`config.mk`:
```
export PLATFORM = sky130hd
export DESIGN_NAME = dmastat_ctrl
export DESIGN_NICKNAME = d
export VERILOG_FILES = /design/src/rtl/dmastat_pkg.sv /design/src/rtl/dmastat_chan.sv /design/src/rtl/dmastat_irq.sv /design/src/rtl/dmastat_rdmux.sv /design/src/rtl/dmastat_ctrl.sv
export SDC_FILE = /design/constraint.sdc
export NUM_CORES = 1
export LEC_CHECK = 0
export ABC_AREA = 1
export BUFFER_PORTS_ARGS = -buffer_cell sky130_fd_sc_hd__buf_2
export CORE_MARGIN = 4
export CORE_UTILIZATION = 25
export CTS_CLUSTER_DIAMETER = 100
export CTS_CLUSTER_SIZE = 10
export DETAILED_ROUTE_END_ITERATION = 10
export GPL_ROUTABILITY_DRIVEN = 0
export GPL_TIMING_DRIVEN = 1
export PLACE_DENSITY = 0.5
export SLEW_MARGIN = 5
export SYNTH_ARGS = -nofsm -noshare
export SYNTH_HDL_FRONTEND = slang
export SYNTH_SLANG_ARGS = --single-unit
```
`constraint.sdc`:
```
create_clock -name clk -period 1.5 [get_ports clk]
set_clock_uncertainty 0.05 [all_clocks]
set_input_delay 0.15 -clock clk [delete_from_list [all_inputs] [get_ports clk]]
set_output_delay 0.15 -clock clk [all_outputs]
set_load 0.01 [all_outputs]
```
`src/rtl/dmastat_pkg.sv`:
```
package dmastat_pkg;

   localparam int CSR_W = 32;

   // status field positions
   localparam int B_ERR    = 0;
   localparam int B_START  = 1;
   localparam int B_END    = 2;
   localparam int B_STOP   = 3;
   localparam int B_RAS    = 4;
   localparam int B_REQ    = 8;
   localparam int B_EOR    = 9;
   localparam int B_CMP    = 10;
   // control field positions
   localparam int B_MRUN    = 22;
   localparam int B_RASEN   = 23;
   localparam int B_CMPCLR  = 24;
   localparam int B_CMPSET  = 25;
   localparam int B_EORSTOP = 26;
   localparam int B_EORJMP  = 27;
   localparam int B_EOREN   = 28;
   localparam int B_STOPEN  = 29;
   localparam int B_NOFETCH = 30;
   localparam int B_RUN     = 31;

   localparam logic [CSR_W-1:0] KEEP_MASK = 32'h0000_071F;
   localparam logic [CSR_W-1:0] W1C_MASK  = 32'h0000_0207;
   localparam logic [CSR_W-1:0] CTL_MASK  = 32'hFC80_0000;
   localparam logic [CSR_W-1:0] CSR_RST   = 32'h0000_0008;

   typedef struct packed {
      logic stop;
      logic eor;
      logic ras;
      logic start;
      logic fin;
   } irq_src_t;

   // bus write rule: mask, clear-by-one, load control, then stop/compare fixups
   function automatic logic [CSR_W-1:0] csr_apply(input logic [CSR_W-1:0] old_v,
                                                  input logic [CSR_W-1:0] wd);
      logic [CSR_W-1:0] n;
      n = (old_v & KEEP_MASK & ~(wd & W1C_MASK)) | (wd & CTL_MASK);
      if (n[B_STOPEN])               n[B_STOP] = 1'b0;
      if (wd[B_RUN])                 n[B_STOP] = 1'b0;
      if (!wd[B_RUN] && !wd[B_MRUN]) n[B_STOP] = 1'b1;
      if (wd[B_CMPCLR])              n[B_CMP]  = 1'b0;
      if (wd[B_CMPSET])              n[B_CMP]  = 1'b1;
      n[B_REQ] = 1'b0;
      return n;
   endfunction

endpackage

```
`src/rtl/dmastat_chan.sv`:
```
module dmastat_chan
   import dmastat_pkg::*;
(
   input  logic             clk,
   input  logic             rst_n,
   input  logic             wr_hit,
   input  logic [CSR_W-1:0] wr_data,
   input  logic             ev_start,
   input  logic             ev_end,
   input  logic             ev_stop,
   input  logic             ev_eor,
   input  logic             ev_ras,
   output logic [CSR_W-1:0] csr_q,
   output irq_src_t         src,
   output logic             go_p,
   output logic             fetch_p
);

   logic [CSR_W-1:0] csr_d;

   always_comb begin
      csr_d = csr_q;
      if (wr_hit) csr_d = csr_apply(csr_q, wr_data);
      // engine events land after the bus update
      if (ev_start) csr_d[B_START] = 1'b1;
      if (ev_end)   csr_d[B_END]   = 1'b1;
      if (ev_eor)   csr_d[B_EOR]   = 1'b1;
      if (ev_ras)   csr_d[B_RAS]   = 1'b1;
      if (ev_stop) begin
         csr_d[B_STOP] = 1'b1;
         csr_d[B_RUN]  = 1'b0;
      end
   end

   always_ff @(posedge clk) begin
      if (!rst_n) begin
         csr_q   <= CSR_RST;
         go_p    <= 1'b0;
         fetch_p <= 1'b0;
      end else begin
         csr_q   <= csr_d;
         go_p    <= wr_hit & wr_data[B_RUN];
         fetch_p <= wr_hit & wr_data[B_RUN] & ~wr_data[B_NOFETCH];
      end
   end

   always_comb begin
      src.stop  = csr_q[B_STOP] & csr_q[B_STOPEN];
      src.eor   = csr_q[B_EOR]  & csr_q[B_EOREN];
      src.ras   = csr_q[B_RAS]  & csr_q[B_RASEN];
      src.start = csr_q[B_START];
      src.fin   = csr_q[B_END];
   end

   p_stop_event_r6: assert property (@(posedge clk) disable iff (!rst_n)
      ev_stop |=> (csr_q[B_STOP] && !csr_q[B_RUN]));
   p_run_clears_stop_r3: assert property (@(posedge clk) disable iff (!rst_n)
      (wr_hit && wr_data[B_RUN] && !ev_stop) |=> !csr_q[B_STOP]);
   p_halt_sets_stop_r3: assert property (@(posedge clk) disable iff (!rst_n)
      (wr_hit && !wr_data[B_RUN] && !wr_data[B_MRUN]) |=> csr_q[B_STOP]);
   p_cmp_set_r4: assert property (@(posedge clk) disable iff (!rst_n)
      (wr_hit && wr_data[B_CMPSET]) |=> csr_q[B_CMP]);
   p_go_after_run_r5: assert property (@(posedge clk) disable iff (!rst_n)
      (wr_hit && wr_data[B_RUN]) |=> go_p);
   p_idle_hold_r9: assert property (@(posedge clk) disable iff (!rst_n)
      (!wr_hit && !ev_start && !ev_end && !ev_stop && !ev_eor && !ev_ras)
      |=> $stable(csr_q));

endmodule

```
`src/rtl/dmastat_irq.sv`:
```
module dmastat_irq
   import dmastat_pkg::*;
#(
   parameter int NUM_CH = 16
) (
   input  irq_src_t          src [NUM_CH],
   output logic [NUM_CH-1:0] status,
   output logic              irq
);

   for (genvar c = 0; c < NUM_CH; c++) begin : g_or
      assign status[c] = src[c].stop | src[c].eor | src[c].ras |
                         src[c].start | src[c].fin;
   end

   assign irq = |status;

endmodule

```
`src/rtl/dmastat_rdmux.sv`:
```
module dmastat_rdmux
   import dmastat_pkg::*;
#(
   parameter int NUM_CH = 16,
   localparam int SEL_W = $clog2(NUM_CH)
) (
   input  logic [CSR_W-1:0] csr [NUM_CH],
   input  logic [NUM_CH-1:0] req_pend,
   input  logic [SEL_W-1:0]  rd_sel,
   output logic [CSR_W-1:0]  rd_val
);

   always_comb begin
      rd_val = '0;
      for (int c = 0; c < NUM_CH; c++) begin
         if (rd_sel == SEL_W'(c)) begin
            rd_val        = csr[c];
            rd_val[B_REQ] = req_pend[c];
         end
      end
   end

endmodule

```
`src/rtl/dmastat_ctrl.sv`:
```
module dmastat_ctrl
   import dmastat_pkg::*;
#(
   parameter int NUM_CH   = 16,
   parameter bit READ_REG = 1'b0,
   localparam int SEL_W   = $clog2(NUM_CH)
) (
   input  logic              clk,
   input  logic              rst_n,
   input  logic              wr_en,
   input  logic [SEL_W-1:0]  wr_sel,
   input  logic [3:0]        wr_strb,
   input  logic [31:0]       wr_data,
   input  logic [SEL_W-1:0]  rd_sel,
   output logic [31:0]       rd_data,
   input  logic [NUM_CH-1:0] ev_start,
   input  logic [NUM_CH-1:0] ev_end,
   input  logic [NUM_CH-1:0] ev_stop,
   input  logic [NUM_CH-1:0] ev_eor,
   input  logic [NUM_CH-1:0] ev_ras,
   input  logic [NUM_CH-1:0] req_pend,
   output logic [NUM_CH-1:0] ch_run,
   output logic [NUM_CH-1:0] ch_go,
   output logic [NUM_CH-1:0] ch_fetch,
   output logic [NUM_CH-1:0] irq_status,
   output logic              irq
);

   if (NUM_CH < 2 || NUM_CH > 32) begin : g_bad_cfg
      $error("dmastat_ctrl: NUM_CH must lie in 2..32");
   end

   logic             full_wr;
   logic [CSR_W-1:0] csr_v [NUM_CH];
   irq_src_t         src_v [NUM_CH];
   logic [CSR_W-1:0] rd_val;

   assign full_wr = wr_en && (wr_strb == 4'hF);

   for (genvar c = 0; c < NUM_CH; c++) begin : g_ch
      dmastat_chan u_chan (
         .clk      (clk),
         .rst_n    (rst_n),
         .wr_hit   (full_wr && (wr_sel == SEL_W'(c))),
         .wr_data  (wr_data),
         .ev_start (ev_start[c]),
         .ev_end   (ev_end[c]),
         .ev_stop  (ev_stop[c]),
         .ev_eor   (ev_eor[c]),
         .ev_ras   (ev_ras[c]),
         .csr_q    (csr_v[c]),
         .src      (src_v[c]),
         .go_p     (ch_go[c]),
         .fetch_p  (ch_fetch[c])
      );
      assign ch_run[c] = csr_v[c][B_RUN];
   end

   dmastat_irq #(.NUM_CH(NUM_CH)) u_irq (
      .src    (src_v),
      .status (irq_status),
      .irq    (irq)
   );

   dmastat_rdmux #(.NUM_CH(NUM_CH)) u_rdmux (
      .csr      (csr_v),
      .req_pend (req_pend),
      .rd_sel   (rd_sel),
      .rd_val   (rd_val)
   );

   if (READ_REG) begin : g_rd_reg
      always_ff @(posedge clk) begin
         if (!rst_n) rd_data <= '0;
         else        rd_data <= rd_val;
      end
   end else begin : g_rd_comb
      assign rd_data = rd_val;
   end

   p_start_raises_irq_r8: assert property (@(posedge clk) disable iff (!rst_n)
      (|ev_start) |=> irq);
   p_narrow_no_go_r9: assert property (@(posedge clk) disable iff (!rst_n)
      (wr_en && wr_strb != 4'hF) |=> (ch_go == '0));

endmodule

```
==> results of run 1 <==
-- placed cells by master (no fill, tap or decap), types with 27 or more instances in the layout --
cell type / count
a21oi_1: 101
buf_2: 183
buf_4: 228
buf_6: 47
clkbuf_16: 29
dfxtp_1: 191
dfxtp_2: 63
dlygate4sd3_1: 82
inv_1: 157
inv_2: 35
nand2_1: 242
nand2_2: 27
nand3_1: 49
nand3_2: 44
nand4_1: 44
nor2_1: 271
o21ai_0: 179
-- layer usage --
layer / global-route usage (%) / share of wire, %
met5: 0 / 0
met1: 26.5 / 45
met2: 32.6 / 47
met3: 2.45 / 5.2
met4: 6.07 / 3.2
-- state kept, by name, indices dropped and copies added (netlist names) --
name,flops
g_ch.u_chan.csr_q,224
g_ch.u_chan.fetch_p,16
g_ch.u_chan.go_p,16
-- worst max-delay path, cell delays in order (launching register included) --
cell and delay (ns):
dfxtp_2 0.32, a22o_1 0.26, nor4_4 0.20, buf_4 0.18, nand4_1 0.27, nor2_1 0.20, buf_4 0.17, nand3_4 0.07
buf_6 0.14
-- cells by family after synthesis --
logic type,Yosys count,share of synthesized area (%)
buffers and inverters,350,13.7
other,1,0.0320
flip-flops,256,43.7
AND/OR/NAND/NOR,765,28.2
AO/OA/AOI/OAI,320,14.4
-- final cells by class --
cell class / instances / area (µm²) / share of cell area (%)
Sequential cell: 256 / 5210 / 29.9
Inverter: 199 / 764 / 4.38
Multi-Input combinational cell: 1104 / 5690 / 32.6
Tap cell: 607 / 759 / 4.35
Timing Repair Buffer: 555 / 4270 / 24.5
Clock inverter: 1 / 30.0 / 0.172
Clock buffer: 29 / 726 / 4.16
-- per-stage QoR --
stage	util, %	std cells	hold slack [ns]	TNS, ns
after CTS	36.9	2741	0.0128	-19.69
after global routing	37.6	2751	0.0409	-21.43
after detailed placement	31.6	2606	0.311	-53.95
after floorplan	-	1708	0.216	0
after global placement	31.6	2606	0.305	-48.08
final	37.6	2751	0.0338	-18.72
-- worst max path at each step --
stage,slack [ns],depth (start not counted),startpoint,endpoint
after global routing,-1.16,8,g_ch[14].u_chan.csr_q[28],irq
after detailed placement,-1.02,13,rd_sel[3],rd_data[28]
after global placement,-0.93,13,rd_sel[3],rd_data[28]
after floorplan,0.06,12,rd_sel[3],rd_data[23]
after CTS,-1.08,8,g_ch[14].u_chan.csr_q[28],irq
final,-1.07,8,g_ch[14].u_chan.csr_q[28],irq
-- power breakdown --
part	total, mW	internal [mW]	switching (mW)
Clock	6.30	3.54	2.76
Sequential	7.05	6.94	0.109
Combinational	2.10	0.953	1.14
-- what timing repair did --
item / in CTS / in global routing
pin swaps: 40 / 42
setup buffers: 24 / 16
hold endpoints to repair: 99 / 0
hold buffers: 82 / 0
cloned: 2 / 0
setup endpoints to repair: 32 / 32
resized for setup: 217 / 89
==> metrics, run 1 <==
outcome=finished with violations; violated checks=negative setup slack; DR vias/cell=4.63; number of global-route vias before repair=12600; CTS max path bufs=3; Cell Pwr Density=885 nW/µm²; Hold Fails Final Rpt=0; Max Slew Vio Count=0; CTS sink cnt=256; fmax=389 MHz; kind of critical path=flop to output port; fill count=approximately 4900; row cnt=about 80; Synth top area share=between 40 and 50%; leakage power=7.90 nW; Root Buffer=clkbuf_16; largest net degree at the start of global routing=67; PnR Total Power=15.4 mW; I/O pins=between 200 and 250; routed length per instance=about 19 µm; Die ar.=between 50000 and 60000 µm²; first-pass GRT wire length=76600 µm; Crit Reg-Reg Endpoint=g_ch[4].u_chan.csr_q[28]; GRT Total Usage=around a fifth; Max-Cap Viols=0; smallest setup slack after layout=-1.07 ns; Cell Area, Placed=14700 µm²; Placeable Area=~46000 µm²; via count=around 13000; Place WS=-1.02 ns; crit path time final=around 2.6 ns; post-synthesis sequential area ratio=~44%; final net count=2288; final worst-path cycle share=171%; # port buffers=~200; Register-to-Register Setup Slack=approximately 0.60 ns; worst skew pair latency=~0.55 ns; CP Data Required Time=around 1.3 ns; CP Capture Type=output port; Reg2Reg Depth=3; final setup violating endpoints=32; DR pass1 iterations=5; Area growth syn-to-layout=48.7%; ys flop type=dfxtp_1; largest area contributor in the netlist=dfxtp_1; # DRC=0; grt total ovfl=0; detailed-placement wirelength estimate=37300 µm; Worst VDD drop=about 0.9 mV; Starting DRT DRC Count=between 900 and 1000; Starting Density=25.3%; top-count cell post-synth=nor2_1; CP Launch Type=flop; total CTS buffers=29; Arr. time, crit path=2.37 ns; post-synthesis cell count=roughly 1700; Mean Syn Cell Area=6.93 µm²; Post-synth top cells=290 x nor2_1, 267 x nand2_1, 256 x dfxtp_1; RSZ-0062 raised after global routing=true; Hold EP=g_ch[14].u_chan.csr_q[3]; share of cells above drive strength 1=between 30% and 40%; Least-Margin Pin Slew=approximately 0.56 ns; Chip Width=between 200 and 250 µm; number of enable flip-flop cells after synthesis=0; Finished Cell Area=between 15000 and 20000 µm²; Worst slew margin=approximately 62%; antenna cells=0; H-tree Lvls=1; crit-path max FO=2; ys async rst share=0%; Hold Path Stages=5; initial antenna violation count=1; synth top area cells=dfxtp_1 44%, nor2_1 9.3%, nand2_1 8.5%; Reg clk slew, reported paths=about 0.060 ns; Die Y-Extent=225 µm; Unique masters post-synth=27; Yosys warning total=0; TritonCTS clock tree=built; final wirelength=51200 µm; Hold Path Class=primary input to flop; Yosys reg bits=~260; critical hold path startpoint=wr_data[22]; Post-Syn Area=roughly 12000 µm²; antenna-violating nets left=0; worst flop-to-flop path startpoint=g_ch[4].u_chan.csr_q[28]
Note: power is estimated with default switching activity, not from simulation.
==> run 2, diff against run 1 <==
Clock period 1.5 ns to 2.89 ns, I/O delays scaled along.
==> run 2 against run 1 <==
Against the previous run: the flow now finishes without violations; worst hold slack gained 0.11 ns; first-iteration DRC count decreased by 7.7%; largest cell class is now registers; critical path depth grew 1; highest routed layer is now met5; critical path type unchanged; die area unchanged.
==> metrics, run 2 (synthesis gave the netlist of run 1 again) <==
crit-path max FO=3 (+1); crit path time final=between 2 and 3 ns; I/O pins=240 (unchanged); Reg clk slew, reported paths=0.06 ns (about the same); final net count=2053 (-10%); Max-Cap Viols=0 (unchanged); via count=11700 (-7.9%); Top Registers=g_ch.u_chan.csr_q: 224 flops, g_ch.u_chan.fetch_p: 16 flops, g_ch.u_chan.go_p: 16 flops; CP Capture Type=output port; fmax=between 300 and 400 MHz; Placeable Area=46500 µm² (unchanged); RSZ-0062 raised after global routing=false; DR vias/cell=4.66 (+0.60%); CTS max path bufs=3 (unchanged); CP Launch Type=flop; CTS sink cnt=256 (unchanged); Area growth syn-to-layout=24.8%; row cnt=79 (unchanged); Arr. time, crit path=2.48 ns (+0.11 ns); kind of critical path=flop to output port; Die Y-Extent=225 µm (unchanged); total CTS buffers=29 (unchanged); share of cells above drive strength 1=16.1% (-19 points); Hold Fails Final Rpt=0 (unchanged); final wirelength=46200 µm (-9.8%); Cell Pwr Density=525 nW/µm² (-41%); Starting DRT DRC Count=866 (-7.7%); initial antenna violation count=3 (+2); outcome=finished clean; grt total ovfl=0 (unchanged); Root Buffer=clkbuf_16; H-tree Lvls=1 (unchanged); antenna-violating nets left=0 (unchanged); final setup violating endpoints=0 (-100%); Starting Density=25.3% (unchanged); DR pass1 iterations=7 (+2); max reg flops=224 (unchanged); detailed-placement wirelength estimate=33700 µm (-9.7%); CP Data Required Time=2.55 ns (+1.25 ns); most frequent cells in the layout=287 x nor2_1, 267 x nand2_1, 256 x dfxtp_1; Chip Width=225 µm (unchanged); leakage power=6.48 nW (-18%); # DRC=0 (unchanged); # port buffers=204 (unchanged); # Post-CTS Setup Buffers=0 (-100%); final worst-path cycle share=a little over nine tenths; TritonCTS clock tree=built; Worst VDD drop=0.361 mV (-59%); most common cell after layout, fill and taps aside=nor2_1; Final Util=31.5% (-6.0 points); largest net degree at the start of global routing=113 (+69%); first-pass GRT wire length=69200 µm (-9.7%); Least-Margin Pin Slew=1.18 ns (+0.616 ns); Die ar.=50500 µm² (unchanged); Worst slew margin=21.3% (-41 points); routed length per instance=18.3 µm (-1.4%); Reg with most FFs=g_ch.u_chan.csr_q; fill count=5076 (+3.1%); Finished Cell Area=14600 µm² (-16%); number of global-route vias before repair=11500 (-9.0%); Max Slew Vio Count=0 (unchanged); Hold Path Class=primary input to flop; Final TNS setup=0 ns (+18.72 ns); Cell Area, Placed=13000 µm² (-11%); GRT Total Usage=17.7% (-1.8 points); worst skew pair latency=0.55 ns (about the same)
[run 2: cell types whose count changed in the layout (fill, tap and decap cells not counted), sizes merged]
| cell | previous run | this run |
|---|---|---|
| buf | 473 | 242 |
| diode | 0 | 2 |
| dlygate4sd3 | 82 | 80 |
| nor2 | 307 | 305 |
[run 2: worst max-delay path, stage by stage (launching register included)]
cell and delay (ns):
dfxtp_1 0.34, nand3_1 0.10, nand3_1 0.13, nor2_1 0.22, nand4_1 0.22, nand2_1 0.19
nand4_1 0.19, nor3_2 0.22, nand4_1 0.14, buf_2 0.17
[run 2: layout make-up]
| type | count | area (µm²) | share of cell area (%) |
|---|---|---|---|
| Inverter | 199 | 749 | 5.12 |
| Clock inverter | 1 | 30.0 | 0.205 |
| Timing Repair Buffer | 322 | 2140 | 14.6 |
| Tap cell | 607 | 759 | 5.19 |
| Multi-Input combinational cell | 1102 | 5110 | 34.9 |
| Sequential cell | 256 | 5120 | 35.0 |
| Antenna cell | 2 | 5.00 | 0.0342 |
| Clock buffer | 29 | 726 | 4.95 |
[run 2: worst paths after layout]
| kind | end | depth (start not counted) | slack (ns) | start |
|---|---|---|---|---|
| min | g_ch[4].u_chan.csr_q[27] | 3 | 0.15 | wr_data[27] |
| max | rd_data[1] | 9 | 0.07 | g_ch[0].u_chan.csr_q[1] |
| min reg2reg | g_ch[15].u_chan.csr_q[0] | 2 | 0.40 | g_ch[15].u_chan.csr_q[0] |
| max reg2reg | g_ch[1].u_chan.csr_q[1] | 2 | 2.12 | g_ch[1].u_chan.csr_q[1] |
[run 2: where the power goes]
group          switching [mW]  total [mW]  internal (mW)
Sequential             0.0563        3.65           3.60
Combinational           0.494       0.788          0.294
Clock                    1.41        3.24           1.84
[run 2: timing repair]
| item | CTS | global route |
|---|---|---|
| hold endpoints to repair | 96 | 0 |
| resized for setup | 3 | 6 |
| hold buffers | 80 | 0 |
| setup endpoints to repair | 2 | 5 |
| pin swaps | 0 | 2 |
[run 2: routing by layer]
layer | vias to the layer above | wire [µm] | track usage (%) | share of wire [%]
met5 | - | 8 | 0 | 0.017
met4 | 2 | 1780 | 6.80 | 3.9
met1 | 5509 | 20600 | 23.8 | 45
met3 | 86 | 2750 | 2.75 | 6.0
li1 | 5770 | - | - | -
met2 | 368 | 21100 | 28.9 | 46
[run 2: metrics by stage]
stage | hold slack (ns) | power [mW] | instances | setup WS, ns
2_1_floorplan | 0.355 | 4.06 | 1708 | 1.18
3_3_place_gp | 0.389 | 4.43 | 2406 | 0.183
3_5_place_dp | 0.396 | 4.43 | 2406 | 0.149
4_1_cts | 0.119 | 7.78 | 2516 | 0.0284
5_1_grt | 0.156 | 7.98 | 2518 | 0.00156
6_report | 0.148 | 7.69 | 2518 | 0.0704
